**config.mk**
```make
export PLATFORM = sky130hd
export DESIGN_NAME = boot_remap_decoder
export DESIGN_NICKNAME = d
export VERILOG_FILES = /design/src/rtl/boot_remap_decoder.sv
export SDC_FILE = /design/constraint.sdc
export NUM_CORES = 1
export LEC_CHECK = 0
export BUFFER_PORTS_ARGS = -buffer_cell sky130_fd_sc_hd__buf_2
export CORE_MARGIN = 2
export CORE_UTILIZATION = 24
export CTS_CLUSTER_DIAMETER = 50
export DETAILED_ROUTE_END_ITERATION = 12
export GPL_TIMING_DRIVEN = 0
export PLACE_DENSITY = 0.83
export SKIP_CTS_REPAIR_TIMING = 1
export SLEW_MARGIN = 10
export SYNTH_ARGS = -nofsm -noshare
export SYNTH_HDL_FRONTEND = slang
export SYNTH_SLANG_ARGS = --single-unit
```
**constraint.sdc**
```tcl
create_clock -name clk -period 2.2 [get_ports clk]
set_clock_uncertainty 0.15 [all_clocks]
set_input_delay 0.22 -clock clk [delete_from_list [all_inputs] [get_ports clk]]
set_output_delay 0.22 -clock clk [all_outputs]
set_load 0.02 [all_outputs]
```
**src/rtl/boot_remap_decoder.sv**
```systemverilog
module boot_remap_decoder #(
  parameter logic [31:0] LOW_BASE      = 32'h0000_0000,
  parameter logic [31:0] LOW_SIZE      = 32'h0400_0000,
  parameter logic [31:0] ALIAS_BASE    = 32'h3400_0000,
  parameter logic [31:0] ALIAS_SIZE    = 32'h0400_0000,
  parameter logic [31:0] DEV_CTRL_ADDR = 32'h1000_0000,
  parameter logic [31:0] EXT_CTRL_ADDR = 32'h1000_0004
)(
  input  logic        clk,
  input  logic        rst_n,
  input  logic [1:0]  strap_sel,
  input  logic        req,
  input  logic [31:0] addr,
  input  logic        ctl_we,
  input  logic [31:0] ctl_addr,
  input  logic        ctl_wbit,
  output logic        doc_cs_n,
  output logic        nor_cs_n,
  output logic        exp_cs_n,
  output logic        sdram_sel,
  output logic        decode_err,
  output logic [1:0]  remap_flags
);

  localparam logic [1:0] CODE_DOC = 2'b00;
  localparam logic [1:0] CODE_NOR = 2'b01;
  localparam logic [1:0] CODE_RSV = 2'b10;
  localparam logic [1:0] CODE_EXP = 2'b11;

  logic [1:0] boot_q;
  logic       started;
  logic [1:0] flags;

  always_ff @(posedge clk or negedge rst_n) begin
    if (!rst_n) begin
      boot_q  <= CODE_DOC;
      started <= 1'b0;
    end else if (!started) begin
      boot_q  <= strap_sel;
      started <= 1'b1;
    end
  end

  always_ff @(posedge clk or negedge rst_n) begin
    if (!rst_n) begin
      flags <= 2'b11;
    end else if (ctl_we && !ctl_wbit) begin
      if (ctl_addr == DEV_CTRL_ADDR) flags[0] <= 1'b0;
      if (ctl_addr == EXT_CTRL_ADDR) flags[1] <= 1'b0;
    end
  end

  logic live, in_low, in_alias, remap, boot_hit, sdram_hit;

  assign live      = req && started;
  assign in_low    = (addr - LOW_BASE) < LOW_SIZE;
  assign in_alias  = (addr - ALIAS_BASE) < ALIAS_SIZE;
  assign remap     = |flags;
  assign boot_hit  = live && (in_alias || (in_low && remap));
  assign sdram_hit = live && in_low && !remap && !in_alias;

  assign doc_cs_n    = !(boot_hit && boot_q == CODE_DOC);
  assign nor_cs_n    = !(boot_hit && boot_q == CODE_NOR);
  assign exp_cs_n    = !(boot_hit && boot_q == CODE_EXP);
  assign sdram_sel   = sdram_hit;
  assign decode_err  = (live && !in_low && !in_alias) || (boot_hit && boot_q == CODE_RSV);
  assign remap_flags = flags;

  assert_one_select_R10: assert property (@(posedge clk) disable iff (!rst_n)
    $onehot0({!doc_cs_n, !nor_cs_n, !exp_cs_n, sdram_sel}));

  assert_flags_never_set_R7: assert property (@(posedge clk) disable iff (!rst_n)
    !$rose(flags[0]) && !$rose(flags[1]));

  assert_strap_hold_R1: assert property (@(posedge clk) disable iff (!rst_n)
    started |=> $stable(boot_q));

  assert_idle_before_capture_R11: assert property (@(posedge clk) disable iff (!rst_n)
    !started |-> (doc_cs_n && nor_cs_n && exp_cs_n && !sdram_sel && !decode_err));

  assert_sdram_only_unmapped_R5: assert property (@(posedge clk) disable iff (!rst_n)
    sdram_sel |-> (flags == 2'b00));

  assert_alias_hits_boot_R6: assert property (@(posedge clk) disable iff (!rst_n)
    (live && in_alias && boot_q != CODE_RSV) |-> (!doc_cs_n || !nor_cs_n || !exp_cs_n));

  assert_err_excludes_select_R9: assert property (@(posedge clk) disable iff (!rst_n)
    decode_err |-> (doc_cs_n && nor_cs_n && exp_cs_n && !sdram_sel));

endmodule

```
After elaboration in Yosys (flattened, before gate mapping)
Index checks and enable logic that the tools add are counted.
{"block": "totals", "reg_bits": 5, "in_bits": 71, "output_inout_bits": 7, "elab_cells": 38}
{"block": "op_classes", "addsub": 1, "n_lt_le_gt_ge": 2, "eq_ne": 5, "n_reduce_logical": 26}
{"operator": "$eq A32 B29 Y1 const B", "n": 2}
{"operator": "$lt A32 B27 Y1 const B", "n": 2}
{"operator": "$sub A32 B30 Y32 const B", "n": 1}
{"operator": "$logic_and A1 B1 Y1", "n": 13}
{"operator": "$logic_not A1 Y1", "n": 7}
{"operator": "$eq A2 B2 Y1 const B", "n": 2}
{"operator": "$reduce_and A2 Y1", "n": 2}
{"operator": "$eq A2 B1 Y1 const B", "n": 1}
{"operator": "$logic_not A2 Y1", "n": 1}
{"operator": "$logic_or A1 B1 Y1", "n": 2}
{"operator": "$reduce_or A2 Y1", "n": 1}

Depth between registers and ports, before layout
Gate-level depths: netlist of run 1.
{"block": "depth", "ltp_word": 6, "depth_mapped": 4, "mapped_depth_nobuf": 4}

Worst setup path after synthesis of run 1
No wires, ideal clock.
{"block": "synth_timing", "path_type": "input port to output port", "startpoint": "input port addr[31]", "endpoint": "output port sdram_sel", "arrival_time_ns": 1.724, "required_ns": 1.830, "slack_ns": 0.106, "stages": 3, "n_path_buf": 0, "cell_sequence": "or3_1 > or4_4 > nor4_1"}
{"block": "synth_via", "elab_chain_len": 4, "word_cells_on_any_way": 7, "cone_classes": "add/sub: 1; order compare: 2; reduce/logical: 4"}
{"item": "start: declaration", "line": "13", "rtl": "input logic [31:0] addr,"}
{"item": "$sub A32 B30 Y32 or $lt A32 B27 Y1 (tied branches)", "line": "57, 56"}
{"item": "$lt A32 B27 Y1 or $logic_and A1 B1 Y1 (tied branches)", "line": "57, 60"}
{"item": "$logic_not A1 Y1 or $logic_and A1 B1 Y1 (tied branches)", "line": "60", "rtl": "assign sdram_hit = live && in_low && !remap && !in_alias;"}
{"item": "$logic_and A1 B1 Y1 *", "line": "60"}
{"item": "end: declaration", "line": "20", "rtl": "output logic sdram_sel,"}
Mark *: on every way between the ends. The rest lies on a longest branch, timed or not.

Final worst setup path of run 1
Ends and elaborated chain as after synthesis.

==> flow_metrics.tcl, run 1 <==
set metrics [dict create \
    status "finished, final reports clean" \
    setup_violations 0 \
    dp_hpwl_um 1010 \
    ios 78 \
    area_delta_synth_final_pct 92.1 \
    finalHoldViolations 0 \
    synthCells 39 \
    min_path_type "in -> reg" \
    rsz0062_at_grt "no" \
    postPlaceCellArea_um2 622 \
    synth_seq_cells 5 \
    power_frac_comb_pct 22.5 \
    crit_fanout 3 \
    syn_nets 110 \
    fin_tns_setup_ns 0 \
    root_buffer "clkbuf_4" \
    cts_tree "built" \
    wirelength_um 1160 \
    cts_num_sinks 5 \
    r2r_start "started$_DFF_PN0_" \
    port_buffers 51 \
    syn_area_per_cell_um2 8.92 \
    synth_top_area_cell "dfrtp_1" \
    switching_share_pct 23.2 \
    nFillCells 141 \
    yosysTopAreaCellShare_pct 21.6 \
    leakage_uw 0.000335 \
    synth_warnings 0 \
    critPathKind "in -> out" \
    antenna_left 0 \
    drt-pass1-iter-count 1 \
    vias 522 \
    start_util_pct 26.1 \
    cts_buffers 3 \
    avgViaCountPerCell 4.70 \
    grt_max_degree 6 \
    fp.dieW_um 42.1 \
    core_um2 1330 \
    grt_pass1_wl_um 1820 \
    grt_overflow 0 \
    internal_power_uw 204 \
    routedWlPerCell_um 10.5 \
    switching_power_uw 61.7 \
    ys_types 22 \
    first_iter_violations 0 \
    end_kind "output pin" \
    htree_levels 1 \
    clk_pin_slew_worst_paths_ns 0.04 \
    drc 0 \
    die_area_um2 1770 \
    drive_gt1_share_pct 62.5 \
    finalInstanceArea_um2 668 \
    netlist_top_cells_area "dfrtp_1 22%, dfstp_2 15%, nor4_1 14%" \
    grt_pass1_vias 484 \
    finalCritPeriodShare_pct 91.2 \
    required_ns 1.83 \
    clock_path_buffers 2 \
    arrival_ns 1.64 \
    timing.final.crit_period_ns 2.01 \
    row_count 13 \
    worstHoldEndpoint "boot_q[0]$_DFFE_PN0N_" \
    ir_drop_uv 278 \
    fin_nets 168 \
    reg2reg_depth 1 \
    final-max-slew-violation-count 0 \
    place.gp.congestion 0.632 \
    holdCritStartpoint "strap_sel[0]" \
    power_density_nw_per_um2 398 \
    syn_area_um2 348 \
    clk_latency_ns 0.24 \
    clock.fmax_mhz 498 \
    p_seq_share_pct 38.6 \
    power.share.clock_pct 38.9 \
    r2r_setup_slack_ns 1.20 \
    cp-start-kind "primary input" \
    r2r_end "boot_q[1]$_DFFE_PN0N_" \
    fp.dieH_um 42.1 \
    antenna_found_initial 0 \
    num_antenna_cells 0 \
    yosysSeqAreaShare_pct 36.7 \
    worstHoldPathCells 2 \
    max_cap_viol_count 0 \
    grt_use_total_pct 13.3 \
]
## layout make-up
class | instances | area [µm²] | area share [%]
sequential | 5 | 128 | 19.1
tap | 15 | 18.8 | 2.81
multi-input combinational | 33 | 216 | 32.4
clock buffer | 4 | 26.3 | 3.93
inverter | 1 | 3.75 | 0.562
timing repair buffer | 53 | 275 | 41.2
## synthesized netlist by cell type (all sizes together)
cell type and count:
nor4 8, nand4 4, dfrtp 3, nand2 3, dfstp 2, mux2 2
nor3 2, a211o 1, a21boi 1, a21oi 1, and2 1, conb 1
inv 1, nand2b 1, nand3 1, nor2 1, nor3b 1, o21ai 1
o41a 1, or2 1, or3 1, or4 1
## critical path: stages
cell and delay (ns):
buf_2 0.09, or3_1 0.37, or4_4 0.45, nor4_1 0.28, buf_2 0.22
## flip-flops by register name (all words and copies together) (netlist names)
register	count
remap_flags	2
boot_q	2
started	1
## cell families after synthesis
| family | Yosys count | share of synthesized area [%] |
|---|---|---|
| AO/OA/AOI/OAI | 5 | 11.9 |
| buffers and inverters | 1 | 1.08 |
| flip-flops | 5 | 36.7 |
| multiplexers | 2 | 6.47 |
| other | 1 | 1.08 |
| AND/OR/NAND/NOR | 25 | 42.8 |
## through the flow
step,total power [µW],worst slack [ns],hold slack [ns],instances,utilization [%]
finish,266,0.194,0.0621,111,50.1
global route,280,0.141,0.0736,111,50.1
CTS,267,0.194,-0.368,109,48.6
detailed placement,161,0.199,-0.114,105,46.6
global placement,158,0.244,-0.116,105,46.6
floorplan,117,0.106,-0.226,39,-
## worst max-delay path by stage
| stage | from | endpoint | slack [ns] | cells past startpoint |
|---|---|---|---|---|
| 6_report | addr[31] | sdram_sel | 0.19 | 5 |
| 5_1_grt | addr[31] | sdram_sel | 0.14 | 5 |
| 4_1_cts | addr[31] | sdram_sel | 0.19 | 5 |
| 3_5_place_dp | addr[31] | sdram_sel | 0.20 | 5 |
| 3_3_place_gp | addr[31] | nor_cs_n | 0.24 | 6 |
| 2_1_floorplan | addr[31] | sdram_sel | 0.11 | 3 |
## layer usage
layer / wire length (µm) / global-route usage (%)
met3: 135 / 2.59
met5: 0 / 0
met4: 19 / 7.50
met1: 429 / 13.9
met2: 577 / 24.4
## placed cells by master (no fill, tap or decap), drive strengths merged
master / n
inv: 1
nand3: 1
nand2b: 1
buf: 51
or4: 1
nor2: 1
nand4: 4
a21boi: 1
o21ai: 1
dlygate4sd3: 2
conb: 1
nor3: 2
or3: 1
nor4: 8
nand2: 3
nor3b: 1
clkbuf: 4
a211o: 1
dfrtp: 3
or2: 1
mux2: 2
a21oi: 1
and2: 1
o41a: 1
dfstp: 2
## power groups by stage
stage,Combinational (µW),Clock (µW),Sequential [µW]
finish,59.8,103,103
global route,67.1,109,103
CTS,57.7,107,103
detailed placement,57.4,0,104
global placement,55.0,0,103
floorplan,14.9,0,102
(Power assumes the default switching activity.)
==> run 2: changes to the inputs <==
ABC_AREA = 1   (was not set)
CORE_UTILIZATION = 28   (was 24)
PLACE_DENSITY = 0.82   (was 0.83)
==> run 2 against run 1 <==
Area after synthesis up 32%. Sequential share of layout area down 2.5 points. Global-route usage up 0.71 points. Core utilization up 0.40 points. Critical path depth up 2. Combinational power up 24%. Via count up 26%. Count of clock-buffer cells in the layout unchanged. Worst setup slack better by 0.29 ns. Critical path type is now reg -> out. Highest routed layer is now met3.
==> flow_metrics.tcl, run 2 <==
set metrics [dict create \
    arrival_ns 1.34 \
    async_reset_ff_share_pct 100 \
    place.gp.congestion 0.673 \
    setup_violations 0 \
    routedWlPerCell_um 8.09 \
    root_buffer "clkbuf_4" \
    ir_drop_uv 211 \
    wirelength_um 1250 \
    final-max-slew-violation-count 0 \
    cts_tree "built" \
    area_delta_synth_final_pct 68.0 \
    routed.top_layer "met3" \
    yosys-top-cells-count "28 x nor2_1, 20 x nand2_1, 10 x inv_1" \
    clock.fmax_mhz 584 \
    avgViaCountPerCell 4.26 \
    synthCells 83 \
    fin_nets 211 \
    row_count 14 \
    max_stage_delay_ns 0.52 \
    htree_levels 1 \
    drive_gt1_share_pct 43.2 \
    grt_use_total_pct 14.0 \
    ys_types 17 \
    final_util_pct 50.5 \
    crit_path_top_delay_cell "dfstp_2" \
    fp.dieW_um 44.4 \
    synth_fa_ha_area_share_pct 0 \
    cpMostUsedCell "nand2_1" \
    drc 0 \
    syn_area_um2 458 \
    clock_path_buffers 2 \
    power_density_nw_per_um2 365 \
    cts_buffers 3 \
    synth-simple-area-share_pct 56.0 \
    crit_fanout 4 \
    cp-start-kind "register" \
    timing.final.crit_period_ns 1.71 \
    finalHoldViolations 0 \
    ios 78 \
    first_iter_violations 6 \
    die_area_um2 1970 \
    synth_warnings 0 \
    fp.dieH_um 44.4 \
    place_inst 150 \
    min_path_type "in -> reg" \
    finalInstanceArea_um2 769 \
    finalCritPeriodShare_pct 77.8 \
    synth_seq_cells 5 \
    clk_pin_slew_worst_paths_ns 0.05 \
    rsz0062_at_grt "no" \
    port_buffers 51 \
    leakage_uw 0.000433 \
    syn_area_per_cell_um2 5.52 \
    postPlaceCellArea_um2 733 \
    end_kind "output pin" \
    grt_pass1_vias 639 \
    clk_latency_ns 0.24 \
    synthMuxAreaShare_pct 2.46 \
    yosysSeqAreaShare_pct 27.9 \
    path_buf_inv 2 \
    synth_top_area_cell "nor2_1" \
    critPathKind "reg -> out" \
    synth-edff-count 0 \
    syn_nets 154 \
    wl_met3_um 128 \
    met2_length_um 678 \
    max_cap_viol_count 0 \
    core_um2 1520 \
    cpLargestDelayFamily "flip-flops" \
    yosysTopAreaCellShare_pct 23.0 \
    synth_top_family_by_area "simple AND/OR/NAND/NOR gates" \
    layout_commonest_cell "buf_2" \
    required_ns 1.83 \
    antenna_left 0 \
    grt_overflow 0 \
    grt_max_degree 6 \
    antenna_found_initial 0 \
    netlist_top_cells_area "nor2_1 23%, dfrtp_1 16%, nand2_1 16%" \
    synth_flop_cell "dfrtp_1" \
    path_cells "clkinv_1, nand2_1, nand2_1, nand2_2, nand3_2, nand2_1, buf_2" \
    synth_compound_area_share_pct 2.19 \
    fin_tns_setup_ns 0 \
    grt_pass1_wl_um 2150 \
    final_cells 155 \
    yosysMostFrequentCell "nor2_1" \
    mostFrequentLayoutCells "51 x buf_2, 28 x nor2_1, 20 x nand2_1" \
    wirelength_met1_um 447 \
    dp_hpwl_um 1150 \
    start_util_pct 30.0 \
    vias 660 \
    num_antenna_cells 0 \
    drt-pass1-iter-count 4 \
    cts_num_sinks 5 \
    status "finished, final reports clean" \
    synthXorXnorAreaFrac_pct 0 \
    r2r_setup_slack_ns 1.21 \
]
==> run 2: layout make-up <==
class / count / area (µm²)
inverters: 13 / 48.8
repair buffers: 52 / 265
multi-input cells: 65 / 282
fillers: 170 / 754
flip-flops and latches: 5 / 128
clock buffers: 4 / 26.3
well taps: 16 / 20.0
==> run 2: power breakdown <==
group	total [µW]	switching, µW	internal (µW)
Combinational	74.3	32.9	41.4
Clock	105	36.9	68.5
Sequential	101	4.57	96.9
==> run 2: layer usage <==
layer | vias to the layer above | GRT usage [%]
li1 | 361 | -
met1 | 272 | 14.1
met2 | 27 | 27.9
met3 | 0 | 3.27
met4 | 0 | 3.64
met5 | - | 0
==> run 2: worst paths after layout <==
| check | start | endpoint | depth (start not counted) |
|---|---|---|---|
| hold reg to reg | remap_flags[0]$_DFFE_PN1P_ | remap_flags[0]$_DFFE_PN1P_ | 2 |
| min in group asynchronous | rst_n | started$_DFF_PN0_ | 2 |
| hold / removal | strap_sel[0] | boot_q[0]$_DFFE_PN0N_ | 2 |
| setup / recovery | remap_flags[0]$_DFFE_PN1P_ | decode_err | 7 |
| setup reg to reg | boot_q[0]$_DFFE_PN0N_ | boot_q[0]$_DFFE_PN0N_ | 1 |
| max in group asynchronous | rst_n | remap_flags[0]$_DFFE_PN1P_ | 2 |
==> run 2: through the flow <==
step | setup slack [ns] | total power, µW | hold slack (ns)
floorplan | 0.723 | 130 | -0.226
global placement | 0.735 | 173 | -0.114
detailed placement | 0.710 | 176 | -0.112
finish | 0.488 | 281 | 0.0439
global route | 0.374 | 301 | 0.0522
CTS | 0.473 | 283 | -0.365
==> run 2: cell families (layout without fill, tap and decap cells) <==
group / after synthesis / after routing
AOI/OAI and AO/OA: 2 / 2
other: 1 / 1
buffers and inverters: 13 / 69
and+or+nand+nor: 61 / 61
muxes: 1 / 1
DFF: 5 / 5
==> run 3: changes to the inputs <==
CORE_ASPECT_RATIO = 0.75   (was not set)
CORE_UTILIZATION = 26   (was 28)
PLACE_DENSITY = 0.77   (was 0.82)
clock period = 1.7 ns   (was 2.2 ns; I/O delays follow)
==> run 3 against run 2 <==
The flow now finishes with violations (hold timing). Sequential power is 30% higher. Sequential share of layout area is 0.39 points lower. First-iteration DRC count is 120% higher. Combinational power is 29% higher.
==> flow_metrics.tcl, run 3 (same netlist as run 2, synthesis figures left out) <==
set metrics [dict create \
    status "finished with violations" \
    violations "hold timing" \
    grt_pass1_vias 542 \
    drive_gt1_share_pct 43.9 \
    cts_buffers 3 \
    grt_max_degree 6 \
    finalPower_uw 364 \
    avgViaCountPerCell 4.10 \
    post-place-ws_ns 0.268 \
    start_util_pct 27.1 \
    critPathKind "reg -> out" \
    clock_path_buffers 2 \
    setup_slack_ns 0.0381 \
    ir_drop_uv 329 \
    num_antenna_cells 0 \
    cp-start-kind "register" \
    setup_violations 0 \
    leakage_uw 0.000438 \
    drt-pass1-iter-count 4 \
    arrival_ns 1.34 \
    internal_power_uw 269 \
    switching_share_pct 26.3 \
    multi_input_area_um2 284 \
    timing.final.crit_period_ns 1.66 \
    fin_nets 211 \
    grt_use_total_pct 11.6 \
    wirelength_um 1230 \
    port_buffers 51 \
    antenna_found_initial 0 \
    root_buffer "clkbuf_4" \
    p_seq_share_pct 36.0 \
    drc 0 \
    clk_latency_ns 0.24 \
    crit_fanout 4 \
    fp.dieW_um 52.5 \
    place.gp.congestion 0.632 \
    first_iter_violations 13 \
    row_count 13 \
    power_frac_comb_pct 26.4 \
    required_ns 1.38 \
    layout_commonest_cell "buf_2" \
    grt_pass1_wl_um 1840 \
    core_um2 1690 \
    nFillCells 181 \
    min_path_type "in -> reg" \
    htree_levels 1 \
    die_area_um2 2120 \
    regArea_um2 128 \
    cts_num_sinks 5 \
    clock.fmax_mhz 602 \
    finalHoldWorstSlack_ns -0.00450 \
    switching_power_uw 95.7 \
    end_kind "output pin" \
    area_delta_synth_final_pct 72.1 \
    finalCritPeriodShare_pct 97.8 \
    cts_tree "built" \
    power_density_nw_per_um2 462 \
    max_cap_viol_count 0 \
    final-max-slew-violation-count 0 \
    finalHoldViolations 1 \
    vias 660 \
    ios 78 \
    mostFrequentLayoutCells "49 x buf_2, 28 x nor2_1, 19 x nand2_1" \
    fp.dieH_um 40.3 \
    grt_overflow 0 \
    routedWlPerCell_um 7.61 \
    clk_pin_slew_worst_paths_ns 0.04 \
    power.share.clock_pct 37.6 \
    dp_hpwl_um 1110 \
    antenna_left 0 \
]
==> run 3: changes by cell type in the layout (fill, tap and decap cells not counted) <==
cell,previous run,this run
buf_2,51,49
buf_4,0,1
buf_6,0,1
nand2_1,20,19
nand2_2,1,2
==> run 3: path summary, 6_finish.rpt <==
kind                                       startpoint                          to  slack (ns)  cells past startpoint
hold / removal                           strap_sel[0]       boot_q[0]$_DFFE_PN0N_      -0.005                      2
max in group asynchronous                       rst_n  remap_flags[0]$_DFFE_PN1P_        1.06                      2
min in group asynchronous                       rst_n           started$_DFF_PN0_        0.13                      2
hold reg to reg            remap_flags[0]$_DFFE_PN1P_  remap_flags[0]$_DFFE_PN1P_        0.31                      2
setup / recovery           remap_flags[0]$_DFFE_PN1P_                    nor_cs_n        0.04                      6
setup reg to reg                    started$_DFF_PN0_       boot_q[0]$_DFFE_PN0N_        0.71                      1
==> run 3: final cells by class <==
type	instances	area share, %
Multi-Input combinational cell	65	36.0
Timing Repair Buffer	52	34.8
Sequential cell	5	16.2
Inverter	13	6.19
Tap cell	22	3.49
Clock buffer	4	3.33
==> run 3: power groups by stage <==
stage | clock, µW | combinational (µW) | sequential [µW]
floorplan | 0 | 36.5 | 132
global placement | 0 | 90.8 | 132
detailed placement | 0 | 94.4 | 133
CTS | 142 | 94.5 | 131
global route | 144 | 110 | 132
finish | 137 | 96.0 | 131
==> run 3: worst max-delay path, cell delays in order, from the launching register on <==
cell      delay (ns)
dfstp_2         0.52
clkinv_1        0.08
nand2_2         0.07
nand2_1         0.06
nand2_2         0.09
nand4_1         0.12
buf_6           0.16
==> run 3: per-layer routing <==
metal,GRT usage (%),vias up,wire (µm)
li1,-,362,-
met1,13.0,280,459
met2,23.4,18,690
met5,0,-,0
met3,1.12,0,76
met4,3.85,0,0
==> run 3: metrics by stage <==
step	instances	setup TNS [ns]	utilization (%)	area [µm²]
5_1_grt	161	-0.0252	46.6	788
2_1_floorplan	83	0	-	458
6_report	161	0	46.6	788
3_5_place_dp	156	0	43.8	741
3_3_place_gp	156	0	43.8	741
4_1_cts	160	0	45.3	767
